--- config.mk ---
export PLATFORM = sky130hd
export DESIGN_NAME = lsg_scan_seq
export DESIGN_NICKNAME = d
export VERILOG_FILES = /design/src/rtl/lsg_pkg.sv /design/src/rtl/lsg_gs_sampler.sv /design/src/rtl/lsg_prescan_cnt.sv /design/src/rtl/lsg_pixel_shifter.sv /design/src/rtl/lsg_scan_seq.sv
export SDC_FILE = /design/constraint.sdc
export NUM_CORES = 1
export LEC_CHECK = 0
export BUFFER_PORTS_ARGS = -buffer_cell sky130_fd_sc_hd__buf_2
export CORE_MARGIN = 8
export CORE_UTILIZATION = 48
export CTS_CLUSTER_DIAMETER = 100
export DETAILED_ROUTE_END_ITERATION = 7
export HOLD_SLACK_MARGIN = 0.06
export PLACE_DENSITY = 0.85
export SETUP_SLACK_MARGIN = 0.15
export SYNTH_ARGS = -nofsm -noshare
export SYNTH_HDL_FRONTEND = slang
export SYNTH_HIERARCHICAL = 1
export SYNTH_SLANG_ARGS = --single-unit
--- constraint.sdc ---
create_clock -name clk -period 6.7 [get_ports clk]
set_input_delay 1.34 -clock clk [delete_from_list [all_inputs] [get_ports clk]]
set_output_delay 1.34 -clock clk [all_outputs]
set_load 0.02 [all_outputs]
--- src/rtl/lsg_pkg.sv ---
package lsg_pkg;
  typedef enum logic [2:0] {
    ST_IDLE,
    ST_INIT,
    ST_WAIT,
    ST_ARM,
    ST_SCAN
  } lsg_state_e;
endpackage

--- src/rtl/lsg_gs_sampler.sv ---
module lsg_gs_sampler (
  input  logic clk,
  input  logic rst,
  input  logic gstart,
  output logic gs_hit
);
  logic gs_neg;
  logic gs_neg_d;

  always_ff @(negedge clk) begin
    if (rst) gs_neg <= 1'b0;
    else     gs_neg <= gstart;
  end

  always_ff @(posedge clk) begin
    if (rst) gs_neg_d <= 1'b0;
    else     gs_neg_d <= gs_neg;
  end

  assign gs_hit = gs_neg & ~gs_neg_d;

  // a held start produces one hit only (R7 restart is edge based)
  assert_hit_single_R7: assert property (@(posedge clk) disable iff (rst)
    gs_hit |=> !gs_hit);
endmodule

--- src/rtl/lsg_prescan_cnt.sv ---
module lsg_prescan_cnt #(
  parameter int PRESCAN = 29
) (
  input  logic clk,
  input  logic rst,
  input  logic start,
  input  logic en,
  output logic term
);
  localparam int CW = $clog2(PRESCAN + 1);
  logic [CW-1:0] cnt;

  always_ff @(posedge clk) begin
    if (rst)              cnt <= '0;
    else if (start)       cnt <= CW'(1);
    else if (en && !term) cnt <= cnt + CW'(1);
  end

  assign term = (cnt == CW'(PRESCAN));

  assert_cnt_range_R2: assert property (@(posedge clk) disable iff (rst)
    cnt <= CW'(PRESCAN));
  assert_cnt_start_R2: assert property (@(posedge clk) disable iff (rst)
    start |=> (cnt == CW'(1)));
endmodule

--- src/rtl/lsg_pixel_shifter.sv ---
module lsg_pixel_shifter #(
  parameter int NPIX = 344
) (
  input  logic            clk,
  input  logic            rst,
  input  logic            clr,
  input  logic            load,
  input  logic            shift,
  output logic [NPIX-1:0] sel
);
  always_ff @(posedge clk) begin
    if (rst || clr) sel <= '0;
    else if (load)  sel <= {{(NPIX-1){1'b0}}, 1'b1};
    else if (shift) sel <= {sel[NPIX-2:0], 1'b0};
  end

  assert_sel_onehot0_R3: assert property (@(posedge clk) disable iff (rst)
    $onehot0(sel));
  assert_load_first_R3: assert property (@(posedge clk) disable iff (rst)
    (load && !clr) |=> sel[0]);
endmodule

--- src/rtl/lsg_scan_seq.sv ---
module lsg_scan_seq
  import lsg_pkg::*;
#(
  parameter int NPIX    = 344,
  parameter int PRESCAN = 29
) (
  input  logic            clk,
  input  logic            rst,
  input  logic            gstart,
  input  logic            lstart,
  input  logic            first_sel,
  output logic [NPIX-1:0] pix_sel,
  output logic            pix_vld,
  output logic            eos
);
  localparam int EOS_TAP  = NPIX - 3;
  localparam int LAST_TAP = NPIX - 1;

  lsg_state_e st;
  logic gs_hit;
  logic term;
  logic ld;
  logic sh;

  lsg_gs_sampler u_gs (
    .clk    (clk),
    .rst    (rst),
    .gstart (gstart),
    .gs_hit (gs_hit)
  );

  lsg_prescan_cnt #(.PRESCAN(PRESCAN)) u_cnt (
    .clk   (clk),
    .rst   (rst),
    .start (gs_hit),
    .en    (st == ST_INIT),
    .term  (term)
  );

  always_comb begin
    ld = !gs_hit && (((st == ST_INIT) && term && first_sel) || (st == ST_ARM));
    sh = !gs_hit && (st == ST_SCAN);
  end

  lsg_pixel_shifter #(.NPIX(NPIX)) u_shift (
    .clk   (clk),
    .rst   (rst),
    .clr   (gs_hit),
    .load  (ld),
    .shift (sh),
    .sel   (pix_sel)
  );

  always_ff @(posedge clk) begin
    if (rst) begin
      st      <= ST_IDLE;
      pix_vld <= 1'b0;
      eos     <= 1'b0;
    end else if (gs_hit) begin
      st      <= ST_INIT;
      pix_vld <= 1'b0;
      eos     <= 1'b0;
    end else begin
      eos <= (st == ST_SCAN) && pix_sel[EOS_TAP];
      case (st)
        ST_INIT: begin
          if (term) begin
            if (first_sel) begin
              st      <= ST_SCAN;
              pix_vld <= 1'b1;
            end else begin
              st <= ST_WAIT;
            end
          end
        end
        ST_WAIT: if (lstart) st <= ST_ARM;
        ST_ARM: begin
          st      <= ST_SCAN;
          pix_vld <= 1'b1;
        end
        ST_SCAN: begin
          if (pix_sel[LAST_TAP]) begin
            st      <= ST_IDLE;
            pix_vld <= 1'b0;
          end
        end
        default: st <= ST_IDLE;
      endcase
    end
  end

  assert_reset_idle_R1: assert property (@(posedge clk)
    rst |=> (!pix_vld && !eos && (pix_sel == '0)));
  assert_vld_sel_R3: assert property (@(posedge clk) disable iff (rst)
    pix_vld == ($countones(pix_sel) == 1));
  assert_vld_start_R3: assert property (@(posedge clk) disable iff (rst)
    $rose(pix_vld) |-> pix_sel[0]);
  assert_eos_pulse_R5: assert property (@(posedge clk) disable iff (rst)
    eos |=> !eos);
  assert_eos_pos_R5: assert property (@(posedge clk) disable iff (rst)
    eos |-> (pix_vld && pix_sel[NPIX-2]));
  assert_after_last_R6: assert property (@(posedge clk) disable iff (rst)
    (pix_sel[LAST_TAP] && !gs_hit) |=> !pix_vld);
  assert_abort_R7: assert property (@(posedge clk) disable iff (rst)
    gs_hit |=> (!pix_vld && (pix_sel == '0)));
  assert_arm_gap_R4: assert property (@(posedge clk) disable iff (rst)
    (!first_sel && $rose(pix_vld)) |-> $past(lstart, 2));
endmodule

-- Yosys cells after proc, flatten, opt, wreduce, memory -nomap -nowiden
Index checks and enable logic that the tools add are counted.
Widths: inputs -> output; s select.
- bits in registers: 356
- input port bits: 5
- output and inout bits: 346
- logic and storage cells: 57
- add/subtract/negate cells: 1
- equal/unequal tests: 12
- muxes and demuxes: 14
- bitwise operators: 2
- reduce and logical (&&, ||, !) cells: 18
- operator list (cell ; count):
    $mux 3 ; 4
    $pmux 3 s4 ; 1
    $mux 1 ; 8
    $eq 3x2->1 const B ; 2
    $logic_and 1x1->1 ; 6
    $ne 2x2->1 const B ; 3
    $ne 3x3->1 const B ; 2
    $reduce_and 3->1 ; 2
    $add 5x1->5 const B ; 1
    $eq 5x5->1 const B ; 1
    $reduce_and 4->1 ; 1
    $reduce_bool 2->1 ; 2
    $reduce_or 2->1 ; 2
    $eq 3x1->1 const B ; 1
    $eq 3x3->1 const B ; 1
    $ne 3x2->1 const B ; 1
    $pmux 1 s3 ; 1
    $reduce_bool 3->1 ; 1
    $logic_not 1->1 ; 2
    $logic_or 1x1->1 ; 2
    $ne 2x1->1 const B ; 1
    $and 1x1->1 ; 1
    $not 1->1 ; 1

-- Depth between registers and ports, before layout
Gate-level depths: netlist (run 1).
- depth after elaboration: 6
- depth in mapped cells: 12
- mapped depth without buffers: 9

-- Modules after synthesis
The synthesis (run 1) kept the hierarchy.
- modules (own cells, without submodules) (module ; times used ; cells an instance ; area an instance (um^2) ; seq. area each (um^2)):
    lsg_pixel_shifter ; 1 ; 1110 ; 12215.5 ; 6886.6
    lsg_prescan_cnt ; 1 ; 28 ; 261.5 ; 100.1
    lsg_scan_seq ; 1 ; 26 ; 239.0 ; 100.1
    lsg_gs_sampler ; 1 ; 6 ; 65.1 ; 40.0

==> summary.md, run 1 <==
| Metric | Value |
|---|---|
| Synth Register Bits | `356` |
| Routed Antenna Nets | `0` |
| # resized after CTS | `0` |
| Top Ports | `351` |
| CP Capture Type | `register` |
| Commonest non-fill, non-tap cell in the layout | `dfxtp_1` |
| Clock skew | `0.0671 ns` |
| Share of cells above drive strength 1 | `28.7%` |
| IO Port Bufs | `350` |
| P_leak | `6.41 nW` |
| Chip Height | `179 um` |
| DR iter-0 viols | `545` |
| Synth area leader | `dfxtp_1` |
| Clock Pin Slew Worst Setup and Hold Paths | `0.06 ns` |
| Vias | `9,232` |
| Area grow syn2layout | `23.0%` |
| Nets | `1,505` |
| Critical-path top delay cell | `or3_4` |
| CTS hold repair buffers | `0` |
| Seq/Total Area, Yosys | `55.8%` |
| Slowest cell delay on critical path | `0.90 ns` |
| Pre-Repair DR Iteration Count | `5` |
| DRC viols | `0` |
| Ys Warns | `6` |
| RR Endpoint | `u_shift/sel[337]$_SDFFE_PP0P_` |
| Clock tree buffer depth | `3` |
| RD Place Congestion | `0.778` |
| Initial antenna violation count | `0` |
| Post-synth top area share | `55.8%` |
| Clk Latency, worst-skew pair | `0.56 ns` |
| Critical path class | `register to register` |
| GRT Total Usage | `17.3%` |
| Worst Hold Class | `register to register` |
| Design Area, Final | `15,700 sq um` |
| Placeable Area | `26,100 sq um` |
| Root Driver | `clkbuf_16` |
| WL final | `29,900 um` |
| Hold path endpoint | `pix_vld$_SDFFE_PP0P_` |
| Critical Path AT | `6.20 ns` |
| Synthesized cell area | `12,800 sq um` |
| Max_cap viols | `0` |
| Min-delay src | `pix_vld$_SDFFE_PP0P_` |
| Type of origin of the critical path | `register` |
| Final Hold Vio Count | `0` |
| Vias in the first global route | `8,898` |
| Syn avg cell area | `10.9 sq um` |
| Largest cells by area after synthesis | `dfxtp_1 56%, mux2i_1 27%, nor2_1 9.9%` |
| Worst Path Max Fanout | `87` |
| PwrDens | `257 nW/um^2` |
| # diodes | `0` |
| Actual slew at the worst max-slew pin | `1.02 ns` |
| Maximum number of pins on one net before global-route repair | `89` |
| Post CTS Setup Buffer Count | `0` |
| Gate Count Post-Synth | `1,170` |
| Worst flop-to-flop path startpoint | `u_gs/gs_neg$_SDFF_NP0_` |
| Inst Count DP | `1,795` |
| Hold path cells | `2` |
| Pins over their slew limit | `0` |
| Commonest cells after routing, fill and taps aside | `356 x dfxtp_1, 350 x buf_2, 343 x mux2i_1, 337 x nor2_1, 37 x clkbuf_16` |
| Status | `completed` |
| Num CTS Buffers | `36` |
| DR vias/cell | `4.96` |
| Hold Slack | `0.456 ns` |
| Setup TNS | `0 ns` |
| Die X | `179 um` |
| Cell variety after synth | `33` |
| Slew HR | `32.3%` |
| Maximum level of the CTS H-tree | `2` |
| Peak supply drop | `0.000174 V` |
| Routed len/inst | `16.1 um` |
| Critical path, cell by cell | `nor2b_2 > or3_4 > buf_4 > nor2_1` |
| Flop-to-flop setup slack | `0.89 ns` |
| Global route overflow | `0` |
| Initial Util | `48.9%` |
| Placed inst area | `14,600 sq um` |
| Final Setup Violations | `0` |
| Final HPWL DP | `21,100 um` |
| # clock sinks | `356` |
| Reg2Reg Depth | `4` |
| Post-synth net total | `1,177` |
| Required @ worst endpoint | `7.08 ns` |
| CTS tree | `done` |
| Non-Filler Instances | `1,860` |
| Die area | `32,100 sq um` |
| Cell Rows | `59` |
| RSZ-0062 raised after global routing | `false` |
| First-pass GRT wire length | `45,900 um` |
## where the power goes
| group | internal (mW) | switching (mW) |
|---|---|---|
| Sequential | 2.12 | 0.00200 |
| Combinational | 0.0136 | 0.0489 |
| Clock | 1.07 | 0.786 |
| Total | 3.20 | 0.837 |
## layout make-up
class	instances	area (sq um)
multi-input cells	731	5080
clock buffers	53	1030
repair buffers	366	1970
flip-flops and latches	356	7130
fillers	2136	10400
inverters	6	22.5
well taps	335	419
clock inverters	13	75.1
## worst max-delay path: cells and delay by family, from the launching register on
family        cells  cell delay (ns)
simple gates      3             1.49
buf+inv           1             0.44
flops             1             0.31
## through the flow
| stage | setup WS (ns) | util (%) | total power [mW] |
|---|---|---|---|
| 6_report | 0.888 | 60.2 | 4.04 |
| 5_1_grt | 0.656 | 60.2 | 4.18 |
| 3_5_place_dp | 0.924 | 56.0 | 2.23 |
| 3_3_place_gp | 0.977 | 56.0 | 2.23 |
| 2_1_floorplan | 1.63 | - | 2.23 |
| 4_1_cts | 0.877 | 60.2 | 4.09 |
## cell families after synthesis
kind of cell	share of synthesized area (%)
AO/OA/AOI/OAI	0.676
buffers and inverters	4.58
flip-flops	55.8
adder cells (fa/ha/maj)	0.196
AND/OR/NAND/NOR	11.9
multiplexers	26.9
## worst max path at each step
stage	cells after the start	from	slack (ns)	endpoint
final	4	u_gs/gs_neg$_SDFF_NP0_	0.89	u_shift/sel[337]$_SDFFE_PP0P_
after floorplan	7	u_gs/gs_neg$_SDFF_NP0_	1.63	u_shift/sel[70]$_SDFFE_PP0P_
after CTS	4	u_gs/gs_neg$_SDFF_NP0_	0.88	u_shift/sel[9]$_SDFFE_PP0P_
after global routing	4	u_gs/gs_neg$_SDFF_NP0_	0.66	u_shift/sel[1]$_SDFFE_PP0P_
after detailed placement	4	u_gs/gs_neg$_SDFF_NP0_	0.92	u_shift/sel[329]$_SDFFE_PP0P_
after global placement	4	u_gs/gs_neg$_SDFF_NP0_	0.98	u_shift/sel[343]$_SDFFE_PP0P_
## cells in the mapped netlist
cell,count
dfxtp_1,356
mux2i_1,343
nor2_1,337
buf_2,39
buf_6,30
nor2_2,10
inv_1,7
clkbuf_1,5
nor3_1,5
a21oi_1,4
nor2b_1,4
a2111oi_0,3
nor4_1,3
and3_2,2
buf_1,2
ha_1,2
nand4_1,2
a211o_1,1
a211oi_1,1
a21boi_1,1
a21oi_2,1
and3_1,1
and4b_1,1
and4bb_2,1
nand2b_1,1
nand4_2,1
nor2b_2,1
nor3b_1,1
nor4b_1,1
nor4bb_1,1
o21a_1,1
or3_1,1
or3_4,1
## flip-flops by register name (all words and copies together), names as in the netlist
register	count
eos	1
pix_vld	1
st	3
u_cnt/cnt	5
u_gs/gs_neg	1
u_gs/gs_neg_d	1
u_shift/sel	344
## layer usage
metal	wire, um	GRT usage (%)	vias to the layer above
li1	-	-	4573
met1	12100	20.0	4324
met2	14600	30.4	271
met3	2150	4.32	64
met4	979	7.05	0
met5	0	0	-
Note: power is estimated with default switching activity, not from simulation.
==> run 2, diff against run 1 <==
--- a/config.mk
+++ b/config.mk
@@ -7,11 +7,11 @@
 export LEC_CHECK = 0
 export BUFFER_PORTS_ARGS = -buffer_cell sky130_fd_sc_hd__buf_2
 export CORE_MARGIN = 8
-export CORE_UTILIZATION = 48
+export CORE_UTILIZATION = 56
 export CTS_CLUSTER_DIAMETER = 100
 export DETAILED_ROUTE_END_ITERATION = 7
 export HOLD_SLACK_MARGIN = 0.06
-export PLACE_DENSITY = 0.85
+export PLACE_DENSITY = 0.95
 export SETUP_SLACK_MARGIN = 0.15
 export SYNTH_ARGS = -nofsm -noshare
 export SYNTH_HDL_FRONTEND = slang
==> run 2 against run 1 <==
Worst hold slack better by 0.034 ns. Cell count down 2.4%. Die area down 13%. Critical endpoint is now u_shift/sel[48]$_SDFFE_PP0P_. Non-clock buffer count up 7. Combinational power down 3.5%. Setup slack worse by 0.052 ns. Largest power group unchanged.
==> summary.md, run 2 (synthesized netlist as in run 1, its figures left out) <==
| Metric | Value |
|---|---|
| P_leak | `6.47 nW` |
| # diodes | `0` |
| Final Hold Vio Count | `0` |
| # clock sinks | `356` |
| Top Ports | `351` |
| Peak supply drop | `0.000265 V` |
| Chip Height | `167 um` |
| CTS tree | `done` |
| # resized after CTS | `0` |
| Pre-Repair DR Iteration Count | `5` |
| Routed Antenna Nets | `0` |
| Seq pwr share | `51.4%` |
| Final Setup Violations | `0` |
| Hold Slack | `0.490 ns` |
| Maximum level of the CTS H-tree | `2` |
| Top reg by flops | `u_shift/sel` |
| Critical path, cell by cell | `nor2b_2 > or3_4 > buf_4 > nor2_1` |
| Clk Latency, worst-skew pair | `0.55 ns` |
| Global route overflow | `0` |
| GRT Total Usage | `21.8%` |
| Combinational Power Share | `1.5%` |
| DR vias/cell | `5.25` |
| DR iter-0 viols | `674` |
| Worst Hold Class | `register to register` |
| Required @ worst endpoint | `7.07 ns` |
| Final HPWL DP | `22,200 um` |
| Clock skew | `0.0635 ns` |
| Actual slew at the worst max-slew pin | `0.997 ns` |
| Reg2Reg Depth | `4` |
| Critical Path AT | `6.23 ns` |
| RD Place Congestion | `0.797` |
| Fin worst setup slack | `0.836 ns` |
| Num CTS Buffers | `36` |
| P_int | `3.30 mW` |
| Critical-path top delay cell | `or3_4` |
| DRC viols | `0` |
| Post CTS Setup Buffer Count | `0` |
| Vias in the first global route | `9,703` |
| Area grow syn2layout | `23.6%` |
| Largest register FFs | `344` |
| NetSw | `0.832 mW` |
| Commonest non-fill, non-tap cell in the layout | `dfxtp_1` |
| Vias | `9,539` |
| Biggest regs | `u_shift/sel: 344 flops, u_cnt/cnt: 5 flops, st: 3 flops` |
| Die X | `167 um` |
| Initial Util | `56.8%` |
| Slowest cell delay on critical path | `0.88 ns` |
| Critical path class | `register to register` |
| Clk pwr share | `47.2%` |
| PwrDens | `261 nW/um^2` |
| Setup TNS | `0 ns` |
| Worst Path Max Fanout | `84` |
| Nets | `1,512` |
| Maximum number of pins on one net before global-route repair | `89` |
| Type of origin of the critical path | `register` |
| Commonest cells after routing, fill and taps aside | `356 x dfxtp_1, 350 x buf_2, 343 x mux2i_1, 337 x nor2_1, 37 x clkbuf_16` |
| Pins over their slew limit | `0` |
| Initial antenna violation count | `0` |
| CTS hold repair buffers | `0` |
| RSZ-0062 raised after global routing | `false` |
| Status | `completed` |
| First-pass GRT wire length | `51,100 um` |
| Pwr Total | `4.13 mW` |
| Cell Rows | `55` |
| Clock tree buffer depth | `3` |
| Switching share of total power | `20.2%` |
| Pre-CTS setup slack | `0.913 ns` |
| Die area | `27,900 sq um` |
| Design Area, Final | `15,800 sq um` |
| Max_cap viols | `0` |
| Root Driver | `clkbuf_16` |
| Routed len/inst | `17.8 um` |
| Slew HR | `33.6%` |
| Share of cells above drive strength 1 | `28.9%` |
| WL final | `32,300 um` |
| Hold path cells | `2` |
| Clock Pin Slew Worst Setup and Hold Paths | `0.06 ns` |
| CP Capture Type | `register` |
| Placeable Area | `22,500 sq um` |
| IO Port Bufs | `350` |
| Placed inst area | `14,600 sq um` |
-- run 2: cell count changes in the layout (fill, tap and decap cells not counted) --
cell,delta
clkinv_2,-7
buf_4,+5
buf_12,+2
bufinv_16,+2
clkbuf_8,+2
clkbuf_1,+1
clkinv_1,+1
clkinvlp_4,+1
inv_6,-1
-- run 2: layer usage --
| layer | wire, um | track usage (%) | up-vias |
|---|---|---|---|
| met5 | 0 | 0 | - |
| met4 | 1540 | 10.9 | 0 |
| met3 | 2180 | 5.86 | 98 |
| met2 | 16200 | 39.2 | 333 |
| met1 | 12400 | 23.2 | 4525 |
| li1 | - | - | 4583 |
-- run 2: area by class of cell --
cell class / instances / area (sq um)
inverters: 6 / 22.5
clock buffers: 56 / 1060
fillers: 1502 / 6710
multi-input cells: 731 / 5080
well taps: 285 / 357
repair buffers: 373 / 2050
clock inverters: 9 / 103
flip-flops and latches: 356 / 7130
-- run 2: through the flow --
step	utilization, %	std cells
final	70.2	1816
after detailed placement	65.1	1752
after global placement	65.1	1752
after CTS	70.2	1816
after floorplan	-	1170
after global routing	70.2	1816
-- run 2: worst paths after layout --
kind                                              from                      endpoint  slack (ns)
worst max-delay path            u_gs/gs_neg$_SDFF_NP0_  u_shift/sel[48]$_SDFFE_PP0P_        0.84
worst min-delay path              pix_vld$_SDFFE_PP0P_          pix_vld$_SDFFE_PP0P_        0.49
worst max register to register  u_gs/gs_neg$_SDFF_NP0_  u_shift/sel[48]$_SDFFE_PP0P_        0.84
worst min register to register    pix_vld$_SDFFE_PP0P_          pix_vld$_SDFFE_PP0P_        0.49
-- run 2: power by group through the flow --
stage                     combinational [mW]  clock [mW]  sequential [mW]
after floorplan                       0.0647     0.00187             2.17
after CTS                             0.0601        1.98             2.12
final                                 0.0604        1.95             2.12
after detailed placement              0.0597     0.00187             2.17
after global placement                0.0591     0.00187             2.17
after global routing                  0.0661        2.07             2.12
-- run 2: worst max-delay path, delay by kind of cell (launching register included) --
family,cells,cell delay (ns)
buffers and inverters,1,0.48
DFF,1,0.31
and+or+nand+nor,3,1.50
==> run 3, diff against run 2 <==
--- a/config.mk
+++ b/config.mk
@@ -6,8 +6,10 @@
 export NUM_CORES = 1
 export LEC_CHECK = 0
 export BUFFER_PORTS_ARGS = -buffer_cell sky130_fd_sc_hd__buf_2
+export CELL_PAD_IN_SITES_DETAIL_PLACEMENT = 0
+export CELL_PAD_IN_SITES_GLOBAL_PLACEMENT = 1
 export CORE_MARGIN = 8
-export CORE_UTILIZATION = 56
+export CORE_UTILIZATION = 43
 export CTS_CLUSTER_DIAMETER = 100
 export DETAILED_ROUTE_END_ITERATION = 7
 export HOLD_SLACK_MARGIN = 0.06
==> run 3 against run 2 <==
Sequential cell count stayed put. Register-to-register slack gained 0.02 ns. Cell count is 5.1% higher. Wire length shrank 6.9%. Utilization decreased by 16 points. Design area increased by 0.47%. Non-clock buffer count down 12. Clock skew fell by 0.0027 ns. Global-route usage down 6.1 points. Sequential power barely moved. Count of clock-buffer cells in the layout decreased by 4. Critical path type unchanged. Largest cell class unchanged.
==> summary.md, run 3 (synthesized netlist as in run 1, its figures left out) <==
| Metric | Value |
|---|---|
| Clock tree buffer depth | `3` |
| RR Endpoint | `u_shift/sel[177]$_SDFFE_PP0P_` |
| Routed Antenna Nets | `0` |
| Commonest non-fill, non-tap cell in the layout | `dfxtp_1` |
| CP Capture Type | `register` |
| Hold path cells | `2` |
| Clock Pin Slew Worst Setup and Hold Paths | `0.06 ns` |
| Setup TNS | `0 ns` |
| Min-delay src | `pix_vld$_SDFFE_PP0P_` |
| Final Core Density | `53.8%` |
| Vias | `9,154` |
| Max_cap viols | `0` |
| Die area | `35,500 sq um` |
| NetSw | `0.863 mW` |
| Worst flop-to-flop path startpoint | `u_gs/gs_neg$_SDFF_NP0_` |
| Hold path endpoint | `pix_vld$_SDFFE_PP0P_` |
| Root Driver | `clkbuf_16` |
| Combinational Power Share | `1.4%` |
| Status | `completed` |
| # resized after CTS | `0` |
| Type of origin of the critical path | `register` |
| Required @ worst endpoint | `7.06 ns` |
| Layout fillers | `2,627` |
| DR vias/cell | `4.80` |
| Nets | `1,502` |
| Critical Path AT | `6.21 ns` |
| Vias in the first global route | `8,808` |
| WL final | `30,100 um` |
| Maximum level of the CTS H-tree | `2` |
| P_leak | `6.44 nW` |
| DR iter-0 viols | `412` |
| Pins over their slew limit | `0` |
| Area grow syn2layout | `24.2%` |
| Final Hold Vio Count | `0` |
| Post CTS Setup Buffer Count | `0` |
| Switching share of total power | `20.4%` |
| PwrDens | `267 nW/um^2` |
| Initial antenna violation count | `0` |
| Final Setup Violations | `0` |
| Worst Path Max Fanout | `124` |
| Chip Height | `188 um` |
| Maximum number of pins on one net before global-route repair | `134` |
| CTS tree | `done` |
| Pre-Repair DR Iteration Count | `5` |
| Largest register FFs | `344` |
| Global route overflow | `0` |
| CTS hold repair buffers | `0` |
| First-pass GRT wire length | `47,000 um` |
| Actual slew at the worst max-slew pin | `0.945 ns` |
| Initial Util | `43.4%` |
| DRC viols | `0` |
| RD Place Congestion | `0.772` |
| Top reg by flops | `u_shift/sel` |
| RSZ-0062 raised after global routing | `false` |
| Routed len/inst | `15.8 um` |
| GRT Total Usage | `15.7%` |
| Commonest cells after routing, fill and taps aside | `356 x dfxtp_1, 350 x buf_2, 343 x mux2i_1, 337 x nor2_1, 39 x clkbuf_16` |
| Top Ports | `351` |
| # clock sinks | `356` |
| Flop-to-flop setup slack | `0.85 ns` |
| P_int | `3.38 mW` |
| IO Port Bufs | `350` |
| Clk Latency, worst-skew pair | `0.55 ns` |
| Share of cells above drive strength 1 | `28.8%` |
| Critical path class | `register to register` |
| Final HPWL DP | `20,600 um` |
| Clk pwr share | `48.6%` |
| Placeable Area | `29,500 sq um` |
| Peak supply drop | `0.000195 V` |
| # diodes | `0` |
| Worst Hold Class | `register to register` |
| Cell Rows | `63` |
| Clock skew | `0.0608 ns` |
| Die X | `188 um` |
| Reg2Reg Depth | `4` |
| Num CTS Buffers | `38` |
| Seq pwr share | `50.0%` |
| Slew HR | `37.0%` |
| Biggest regs | `u_shift/sel: 344 flops, u_cnt/cnt: 5 flops, st: 3 flops` |
## run 3: layer usage
layer  vias up  global-route usage, %  part of all wire [%]
li1       4550                      -                     -
met2       231                   26.5                    47
met3        59                   5.29                   7.7
met4         0                   6.04                   3.4
met1      4314                   18.1                    41
met5         -                      0                     0
## run 3: power by group through the flow
stage               Clock (mW)  Sequential (mW)  Combinational, mW
detailed placement     0.00187             2.17             0.0604
global placement       0.00187             2.17             0.0596
CTS                       2.11             2.12             0.0605
floorplan              0.00187             2.17             0.0647
finish                    2.06             2.12             0.0594
global route              2.20             2.12             0.0660
## run 3: area by class of cell
| class | count | area, sq um | share of cell area (%) |
|---|---|---|---|
| flip-flops and latches | 356 | 7130 | 44.9 |
| well taps | 390 | 488 | 3.07 |
| repair buffers | 361 | 1920 | 12.1 |
| clock buffers | 52 | 1080 | 6.84 |
| clock inverters | 13 | 145 | 0.915 |
| multi-input cells | 731 | 5080 | 32.0 |
| inverters | 6 | 22.5 | 0.142 |
## run 3: how the worst max path moves through the flow
stage,from,endpoint,slack (ns),depth (start not counted)
final,u_gs/gs_neg$_SDFF_NP0_,u_shift/sel[177]$_SDFFE_PP0P_,0.85,4
after global routing,u_gs/gs_neg$_SDFF_NP0_,u_shift/sel[165]$_SDFFE_PP0P_,0.68,4
after CTS,u_gs/gs_neg$_SDFF_NP0_,u_shift/sel[177]$_SDFFE_PP0P_,0.86,4
after detailed placement,u_gs/gs_neg$_SDFF_NP0_,u_shift/sel[177]$_SDFFE_PP0P_,0.91,4
after global placement,u_gs/gs_neg$_SDFF_NP0_,u_shift/sel[35]$_SDFFE_PP0P_,1.0,4
after floorplan,u_gs/gs_neg$_SDFF_NP0_,u_shift/sel[70]$_SDFFE_PP0P_,1.63,7
## run 3: critical path, stage by stage, from the launching register on
cell     delay [ns]
dfxtp_1        0.31
nor2b_2        0.53
or3_4          0.75
buf_12         0.45
nor2_1         0.12
## run 3: metrics by stage
step | total power, mW | instance area (sq um) | hold WS [ns] | worst slack (ns) | instances
finish | 4.24 | 15900 | 0.463 | 0.851 | 1909
global route | 4.38 | 15900 | 0.500 | 0.676 | 1909
CTS | 4.29 | 15900 | 0.466 | 0.860 | 1909
detailed placement | 2.23 | 14600 | 0.454 | 0.913 | 1845
global placement | 2.23 | 14600 | 0.441 | 0.997 | 1845
floorplan | 2.23 | 12800 | 0.472 | 1.63 | 1170
